`src/rtl/exti_pkg.sv`:
```
package exti_pkg;

    typedef enum logic [1:0] {
        SENSE_LOW  = 2'b00,
        SENSE_ANY  = 2'b01,
        SENSE_FALL = 2'b10,
        SENSE_RISE = 2'b11
    } sense_e;

    // Decide whether a pair of consecutive samples matches the sense mode.
    function automatic logic edge_hit(sense_e mode, logic cur, logic old);
        logic hit;
        case (mode)
            SENSE_ANY:  hit = cur ^ old;
            SENSE_FALL: hit = old & ~cur;
            SENSE_RISE: hit = cur & ~old;
            default:    hit = 1'b0;
        endcase
        return hit;
    endfunction

endpackage

```
`src/rtl/exti_sampler.sv`:
```
module exti_sampler #(
    parameter int N_SYNC = 2
) (
    input  logic clk_i,
    input  logic rst_ni,
    input  logic io_on_i,
    input  logic pin_i,
    output logic cur_o,
    output logic old_o,
    output logic armed_o
);
    localparam int ARM_CNT = N_SYNC + 1;
    localparam int CW      = $clog2(ARM_CNT + 1);

    typedef struct packed {
        logic [N_SYNC-1:0] chain;
        logic              old;
        logic [CW-1:0]     cnt;
    } smp_t;

    smp_t st_d, st_q;

    always_comb begin
        st_d = st_q;
        if (io_on_i) begin
            st_d.chain = {st_q.chain[N_SYNC-2:0], pin_i};
            st_d.old   = st_q.chain[N_SYNC-1];
            if (st_q.cnt != CW'(ARM_CNT)) begin
                st_d.cnt = st_q.cnt + 1'b1;
            end
        end else begin
            // Clock halted: samples freeze and the history is invalidated.
            st_d.cnt = '0;
        end
    end

    always_ff @(posedge clk_i or negedge rst_ni) begin
        if (!rst_ni) begin
            st_q <= '{chain: '1, old: 1'b1, cnt: '0};
        end else begin
            st_q <= st_d;
        end
    end

    assign cur_o   = st_q.chain[N_SYNC-1];
    assign old_o   = st_q.old;
    assign armed_o = io_on_i && (st_q.cnt == CW'(ARM_CNT));

endmodule

```
`src/rtl/exti_flag.sv`:
```
module exti_flag
    import exti_pkg::*;
(
    input  logic   clk_i,
    input  logic   rst_ni,
    input  sense_e sense_i,
    input  logic   en_i,
    input  logic   clr_i,
    input  logic   armed_i,
    input  logic   cur_i,
    input  logic   old_i,
    input  logic   pin_i,
    output logic   irq_o,
    output logic   wake_lvl_o
);
    typedef struct packed {
        logic flag;
    } flg_t;

    flg_t st_d, st_q;
    logic set_evt;
    logic is_level;
    logic low_seen;

    assign is_level = (sense_i == SENSE_LOW);

    always_comb begin
        set_evt   = armed_i && !is_level && edge_hit(sense_i, cur_i, old_i);
        st_d      = st_q;
        // A fresh event outranks a simultaneous clear.
        st_d.flag = set_evt | (st_q.flag & ~clr_i);
    end

    always_ff @(posedge clk_i or negedge rst_ni) begin
        if (!rst_ni) begin
            st_q <= '{flag: 1'b0};
        end else begin
            st_q <= st_d;
        end
    end

    // Synchronized level when history is valid, raw pin otherwise.
    assign low_seen   = armed_i ? ~cur_i : ~pin_i;
    assign irq_o      = en_i & (is_level ? low_seen : st_q.flag);
    assign wake_lvl_o = en_i & is_level & ~pin_i;

endmodule

```
`src/rtl/exti_detector.sv`:
```
module exti_detector
    import exti_pkg::*;
#(
    parameter int NUM_LINES = 2,
    parameter int N_SYNC    = 2
) (
    input  logic                   clk_i,
    input  logic                   rst_ni,
    input  logic                   io_clk_on_i,
    input  logic [NUM_LINES-1:0]   pin_i,
    input  logic [2*NUM_LINES-1:0] sense_i,
    input  logic [NUM_LINES-1:0]   en_i,
    input  logic [NUM_LINES-1:0]   clr_i,
    output logic [NUM_LINES-1:0]   irq_o,
    output logic                   wake_o
);
    logic [NUM_LINES-1:0] cur, old, armed, wake_lvl;

    for (genvar g = 0; g < NUM_LINES; g++) begin : g_line
        exti_sampler #(.N_SYNC(N_SYNC)) u_smp (
            .clk_i   (clk_i),
            .rst_ni  (rst_ni),
            .io_on_i (io_clk_on_i),
            .pin_i   (pin_i[g]),
            .cur_o   (cur[g]),
            .old_o   (old[g]),
            .armed_o (armed[g])
        );

        exti_flag u_flg (
            .clk_i      (clk_i),
            .rst_ni     (rst_ni),
            .sense_i    (sense_e'(sense_i[2*g +: 2])),
            .en_i       (en_i[g]),
            .clr_i      (clr_i[g]),
            .armed_i    (armed[g]),
            .cur_i      (cur[g]),
            .old_i      (old[g]),
            .pin_i      (pin_i[g]),
            .irq_o      (irq_o[g]),
            .wake_lvl_o (wake_lvl[g])
        );
    end

    assign wake_o = (|irq_o) | (|wake_lvl);

endmodule

```
`config.mk`:
```
export PLATFORM = sky130hd
export DESIGN_NAME = exti_detector
export DESIGN_NICKNAME = d
export VERILOG_FILES = /design/src/rtl/exti_pkg.sv /design/src/rtl/exti_sampler.sv /design/src/rtl/exti_flag.sv /design/src/rtl/exti_detector.sv
export SDC_FILE = /design/constraint.sdc
export NUM_CORES = 1
export LEC_CHECK = 0
export CAP_MARGIN = 20
export CORE_UTILIZATION = 43
export CTS_CLUSTER_DIAMETER = 80
export DETAILED_ROUTE_END_ITERATION = 8
export PLACE_DENSITY = 0.84
export SYNTH_ARGS = -nofsm -noshare
export SYNTH_HDL_FRONTEND = slang
export SYNTH_SLANG_ARGS = --single-unit
```
`constraint.sdc`:
```
create_clock -name clk_i -period 1.4 [get_ports clk_i]
set_input_delay 0.21 -clock clk_i [delete_from_list [all_inputs] [get_ports clk_i]]
set_output_delay 0.21 -clock clk_i [all_outputs]
set_load 0.05 [all_outputs]
```
Word level (Yosys, flattened, before mapping). Index checks and enable logic that the tools add are counted.

Bits in registers: 12. Output and inout port bits: 3.

$add $sub $neg: 2. Equal/unequal tests: 12. Muxes and demuxes: 10. Bitwise operators: 25. Reduce and logical (&&, ||, !) cells: 12.

Operators with widths (count): bitwise AND 1 bit (12); equality test 2 bit (second input constant) (6); 2-to-1 mux 2 bit (4); inverter 1 bit (8); logical AND 1 bit (6); case mux 1 bit (3 select lines) (2); adder 2 x 1 -> 2 bit (second input constant) (2); equality test 2 x 1 -> 1 bit (second input constant) (2); zero test 2 bit (2); 2-to-1 mux 1 bit (4); != test 2 x 1 -> 1 bit (second input constant) (2); != test 2 bit (second input constant) (2); OR reduction 2 bit (2); bitwise OR 1 bit (3); zero test 1 bit (2); XOR 1 bit (2).

Longest topological paths before layout. Gate-level depths: netlist (run 1).

Word-level depth: 7. Depth in mapped cells: 5. Gate-level depth less buffers: 5.

Cells and area by module. Synthesis (run 1) repeated with hierarchy kept, for this count alone.

Cell total of the unflattened synthesis: 59. Area, all modules: 723.2 um^2.

Modules (own cells, without submodules): exti_sampler (instances 2, cells each 14, area each 214.0 um^2, sequential area each 128.9 um^2); exti_flag (instances 2, cells each 15, area each 143.9 um^2, sequential area each 25.0 um^2); exti_detector (instances 1, cells each 1, area each 7.5 um^2, sequential area each 0.0 um^2).

Least setup slack after synthesis (run 1). Ideal clock, no wire load.

Path type: register -> output. Start point: register g_line[0].u_smp.st_q[0] (netlist bit). End point: output port wake_o. Arrival time: 1.628 ns. Required time: 1.190 ns. Path slack: -0.438 ns. Cell stages (with the launch flop): 5. Path buffers: 0. Path through: dfrtp_1 > ha_1 > nand2_2 > o211a_1 > o22ai_1.

Cells in the longest elaborated chain, start to end: 7.

RTL lines: start: declaration (RTL line exti_sampler.sv:21) `smp_t st_d, st_q;`; start signal: assignment (RTL line exti_sampler.sv:39) `st_q <= '{chain: '1, old: 1'b1, cnt: '0};`; start signal: assignment (RTL line exti_sampler.sv:41) `st_q <= st_d;`; equality test 2 bit (RTL line exti_sampler.sv:47) `assign armed_o = io_on_i && (st_q.cnt == CW'(ARM_CNT));`; logical AND 1 bit (RTL line exti_sampler.sv:47); 2-to-1 mux 1 bit (RTL line exti_flag.sv:43) `assign low_seen = armed_i ? ~cur_i : ~pin_i;`; 2-to-1 mux 1 bit (RTL line exti_flag.sv:44) `assign irq_o = en_i & (is_level ? low_seen : st_q.flag);`; bitwise AND 1 bit (RTL line exti_flag.sv:44); OR reduction 2 bit (RTL line exti_detector.sv:45) `assign wake_o = (|irq_o) | (|wake_lvl);`; bitwise OR 1 bit (RTL line exti_detector.sv:45); end: declaration (RTL line exti_detector.sv:15) `output logic wake_o`.

No other way between the ends.

Worst setup path after layout (run 1).
Start point: register g_line[1].u_smp.st_q[0] (netlist bit). End point: output port irq_o[1].

Cells in the longest elaborated chain, start to end: 5.

RTL lines: start: declaration (RTL line exti_sampler.sv:21); start signal: assignment (RTL line exti_sampler.sv:39); start signal: assignment (RTL line exti_sampler.sv:41); equality test 2 bit (RTL line exti_sampler.sv:47); logical AND 1 bit (RTL line exti_sampler.sv:47); 2-to-1 mux 1 bit (RTL line exti_flag.sv:43); 2-to-1 mux 1 bit (RTL line exti_flag.sv:44); bitwise AND 1 bit (RTL line exti_flag.sv:44); end: declaration (RTL line exti_detector.sv:14) `output logic [NUM_LINES-1:0] irq_o,`.

No other way between the ends.

==> results of run 1 <==
[metal layers]
| metal | share of wire (%) | track usage [%] |
|---|---|---|
| met5 | 0 | 0 |
| met4 | 2.2 | 11.3 |
| met3 | 3.0 | 2.55 |
| met2 | 56 | 40.9 |
| met1 | 39 | 22.5 |
[power groups by stage]
stage	Sequential (uW)	Clock, uW	Combinational, uW
floorplan	453	0	189
global placement	453	0	327
detailed placement	459	0	345
CTS	452	288	377
global route	460	296	439
finish	454	277	400
[stage by stage]
stage | worst slack [ns] | util [%]
2_1_floorplan | -0.0603 | -
3_3_place_gp | -0.411 | 69.5
3_5_place_dp | -0.434 | 69.5
4_1_cts | -0.358 | 75.5
5_1_grt | -0.399 | 77.3
6_report | -0.346 | 77.3
[worst paths after layout]
| path | cells past startpoint | to | start |
|---|---|---|---|
| worst max register to register | 5 | g_line[1].u_flg.st_q | g_line[1].u_smp.cur_o |
| min in group clk_i | 3 | g_line[0].u_flg.st_q | io_clk_on_i |
| worst min-delay path | 1 | g_line[1].u_flg.st_q | rst_ni |
| worst min register to register | 2 | g_line[1].u_smp.cur_o | g_line[1].u_smp.st_q[3] |
| max in group asynchronous | 1 | g_line[0].u_smp.cur_o | rst_ni |
| worst max-delay path | 5 | irq_o[1] | g_line[1].u_smp.st_q[0] |
[logic make-up (layout without fill, tap and decap cells)]
kind of cell / count (synthesis) / after routing / share of synthesized area (%)
mux: 7 / 7 / 11.2
simple gates: 18 / 18 / 13.5
flops: 12 / 12 / 43.2
buf+inv: 9 / 43 / 5.79
xor+xnor: 2 / 2 / 2.46
compound gates: 15 / 15 / 13.3
fa+ha+maj: 6 / 6 / 10.5
[area by class of cell]
class | count | share of cell area (%)
Timing Repair Buffer | 33 | 27.0
Tap cell | 16 | 1.70
Inverter | 6 | 1.91
Multi-Input combinational cell | 48 | 40.2
Sequential cell | 12 | 26.1
Clock buffer | 4 | 3.08
[flip-flops by register name (all words and copies together) (netlist names)]
signal,cells
g_line.u_flg.st_q,2
g_line.u_smp.st_q,6
g_line.u_smp.old_o,2
g_line.u_smp.cur_o,2
[cells in the final DEF, fill, tap and decap left out, types with 2 or more instances in the layout]
| master | instances |
|---|---|
| nor2b_1 | 2 |
| ha_1 | 2 |
| ha_4 | 3 |
| o21ai_0 | 5 |
| buf_4 | 17 |
| o211a_1 | 2 |
| dfstp_2 | 6 |
| nand2_4 | 2 |
| nand2_1 | 6 |
| mux2_2 | 2 |
| buf_12 | 3 |
| o22ai_4 | 2 |
| nand2b_1 | 2 |
| xnor2_1 | 2 |
| inv_1 | 3 |
| dfrtp_1 | 6 |
| mux2i_1 | 2 |
| mux2_4 | 3 |
| clkbuf_4 | 3 |
| o22ai_1 | 2 |
| clkdlybuf4s50_1 | 11 |
| and2_1 | 2 |
| inv_2 | 3 |
[timing repair]
| item | in CTS | in global routing |
|---|---|---|
| hold buffers | 0 | 0 |
| resized for setup | 8 | 8 |
| hold endpoints to repair | 0 | 0 |
| buffers inserted | 3 | 0 |
| pin swaps | 3 | 3 |
| endpoints found under the setup margin | 4 | 5 |
==> results.md, run 1 <==
- Maximum buffer depth of the clock tree: 2
- Max-cap violations: 0
- Power per cell area: 959 mW/mm^2
- Clock network fraction of total power: 24.5%
- Worst Hold Class: input port to asynchronous set/reset pin
- Vias in the first global route: 685
- Net Sw Frac: 29.4%
- Clock slew at reported path FFs: 0.08 ns
- Comb power frac: 35.3%
- Count of unique library cells instantiated by Yosys: 25
- DP Cell Count: 112
- VDD IR-drop max: 938 uV
- Share of cells above drive strength 1: 49.5%
- Skew final: 0.00170 ns
- Switch Pwr: 332 uW
- N_diodes: 0
- Port bufs: 15
- Remaining antenna violation count: 0
- First-pass GRT wire length: 2.82 mm
- Worst hold margin: 0.274 ns
- Fillers: 96
- TritonCTS Buffers: 3
- DP Wirelength: 1.19 mm
- RSZ-0062 raised after global routing: true
- CP cell instances: ha_4, nand2_4, mux2_4, a21oi_4, buf_12
- Nets: 123
- Post-route insts no fill: 119
- DR DRC count: 0
- Syn Nets: 88
- Via-per-instance ratio: 5.15
- Endpoints failing hold: 0
- Max Freq: 573 MHz
- Nature of the critical path endpoint: output pin
- Worst-Margin Slew: 0.514 ns
- Synth Area per Inst: 10.3 um^2
- Critical path buffer and inverter count: 1
- Post-synthesis cell area: 713 um^2
- Setup CP Type: flop to output pin
- Dominant synthesized flop cell: dfstp_2
- Final worst slack: -0.346 ns
- Total global-route track usage: 21.5%
- CTS Root Cell: clkbuf_4
- Die Span Y: 42.7 um
- R2R Setup Slk: 0.02 ns
- Setup Total Neg Slack: -0.996 ns
- Pleak: 0.000529 uW
- Min cycle time layout: 1.75 ns
- Routability Congestion: 0.738
- Slew Limit Fails: 0
- Top cell type's share of synthesized area: 22.1%
- Power, Total: 1130 uW
- Number of DRC markers in iteration 0: 0
- Sequential cell area fraction in the yosys report: 43.2%
- GRT overflow: 0
- Final instance area: 0.00118 mm^2
- Worst skew pair latency: 0.27 ns
- Clk sinks: 12
- Post-DP Area: 0.00106 mm^2
- Ports: 16
- DRT Pass-1 Iters: 1
- Largest net degree at the start of global routing: 13
- Period utilization: 125%
- Internal Power: 799 uW
- Yosys warns: 0
- Total die area: 0.00183 mm^2
- Multi-input gate area: 474 um^2
- Crit-path slowest cell: dfrtp_1
- Post-Syn Instances: 69
- EDFF count, synth: 0
- Required time worst endpoint: 1.19 ns
- Vias: 613
- Failing checks: setup timing
- CTS H-Tree Depth: 1
- Register area: 308 um^2
- Num rows: 14
- Max FO, Critical Path: 3
- Part of the power in registers: 40.1%
- Initial antenna violation count: 0
- Critical path arrival: 1.54 ns
- Layout area overhead: 65.3%
- Die W: 42.7 um
- Ys async rst share: 100%
- CP peak stage delay: 0.42 ns
- Total routed wirelength: 1.66 mm
- Worst setup SP type: flop
- TritonCTS clock tree: done
- Synth area leader: dfstp_2
- Register bit total from synthesis: 12
- Wire length per cell: 13.9 um
- Synth top area cells: dfstp_2 22%, dfrtp_1 21%, ha_1 11%, mux2_2 4.7%, o21ai_0 4.2%
- Core area: 0.00152 mm^2
- Initial Util: 46.8%
- Outcome: complete, but fails checks
- Largest delay contributor family on the critical path: flip-flops
- Final Setup Violations: 3
- Worst slew margin: 65.6%
Note: power is estimated with default switching activity, not from simulation.
==> run 2: changes to the inputs <==
- ABC_CLOCK_PERIOD_IN_PS: default -> 1400
==> results of run 2 <==
Same layout as run 1: the final DEF is identical, and so are final timing and power.
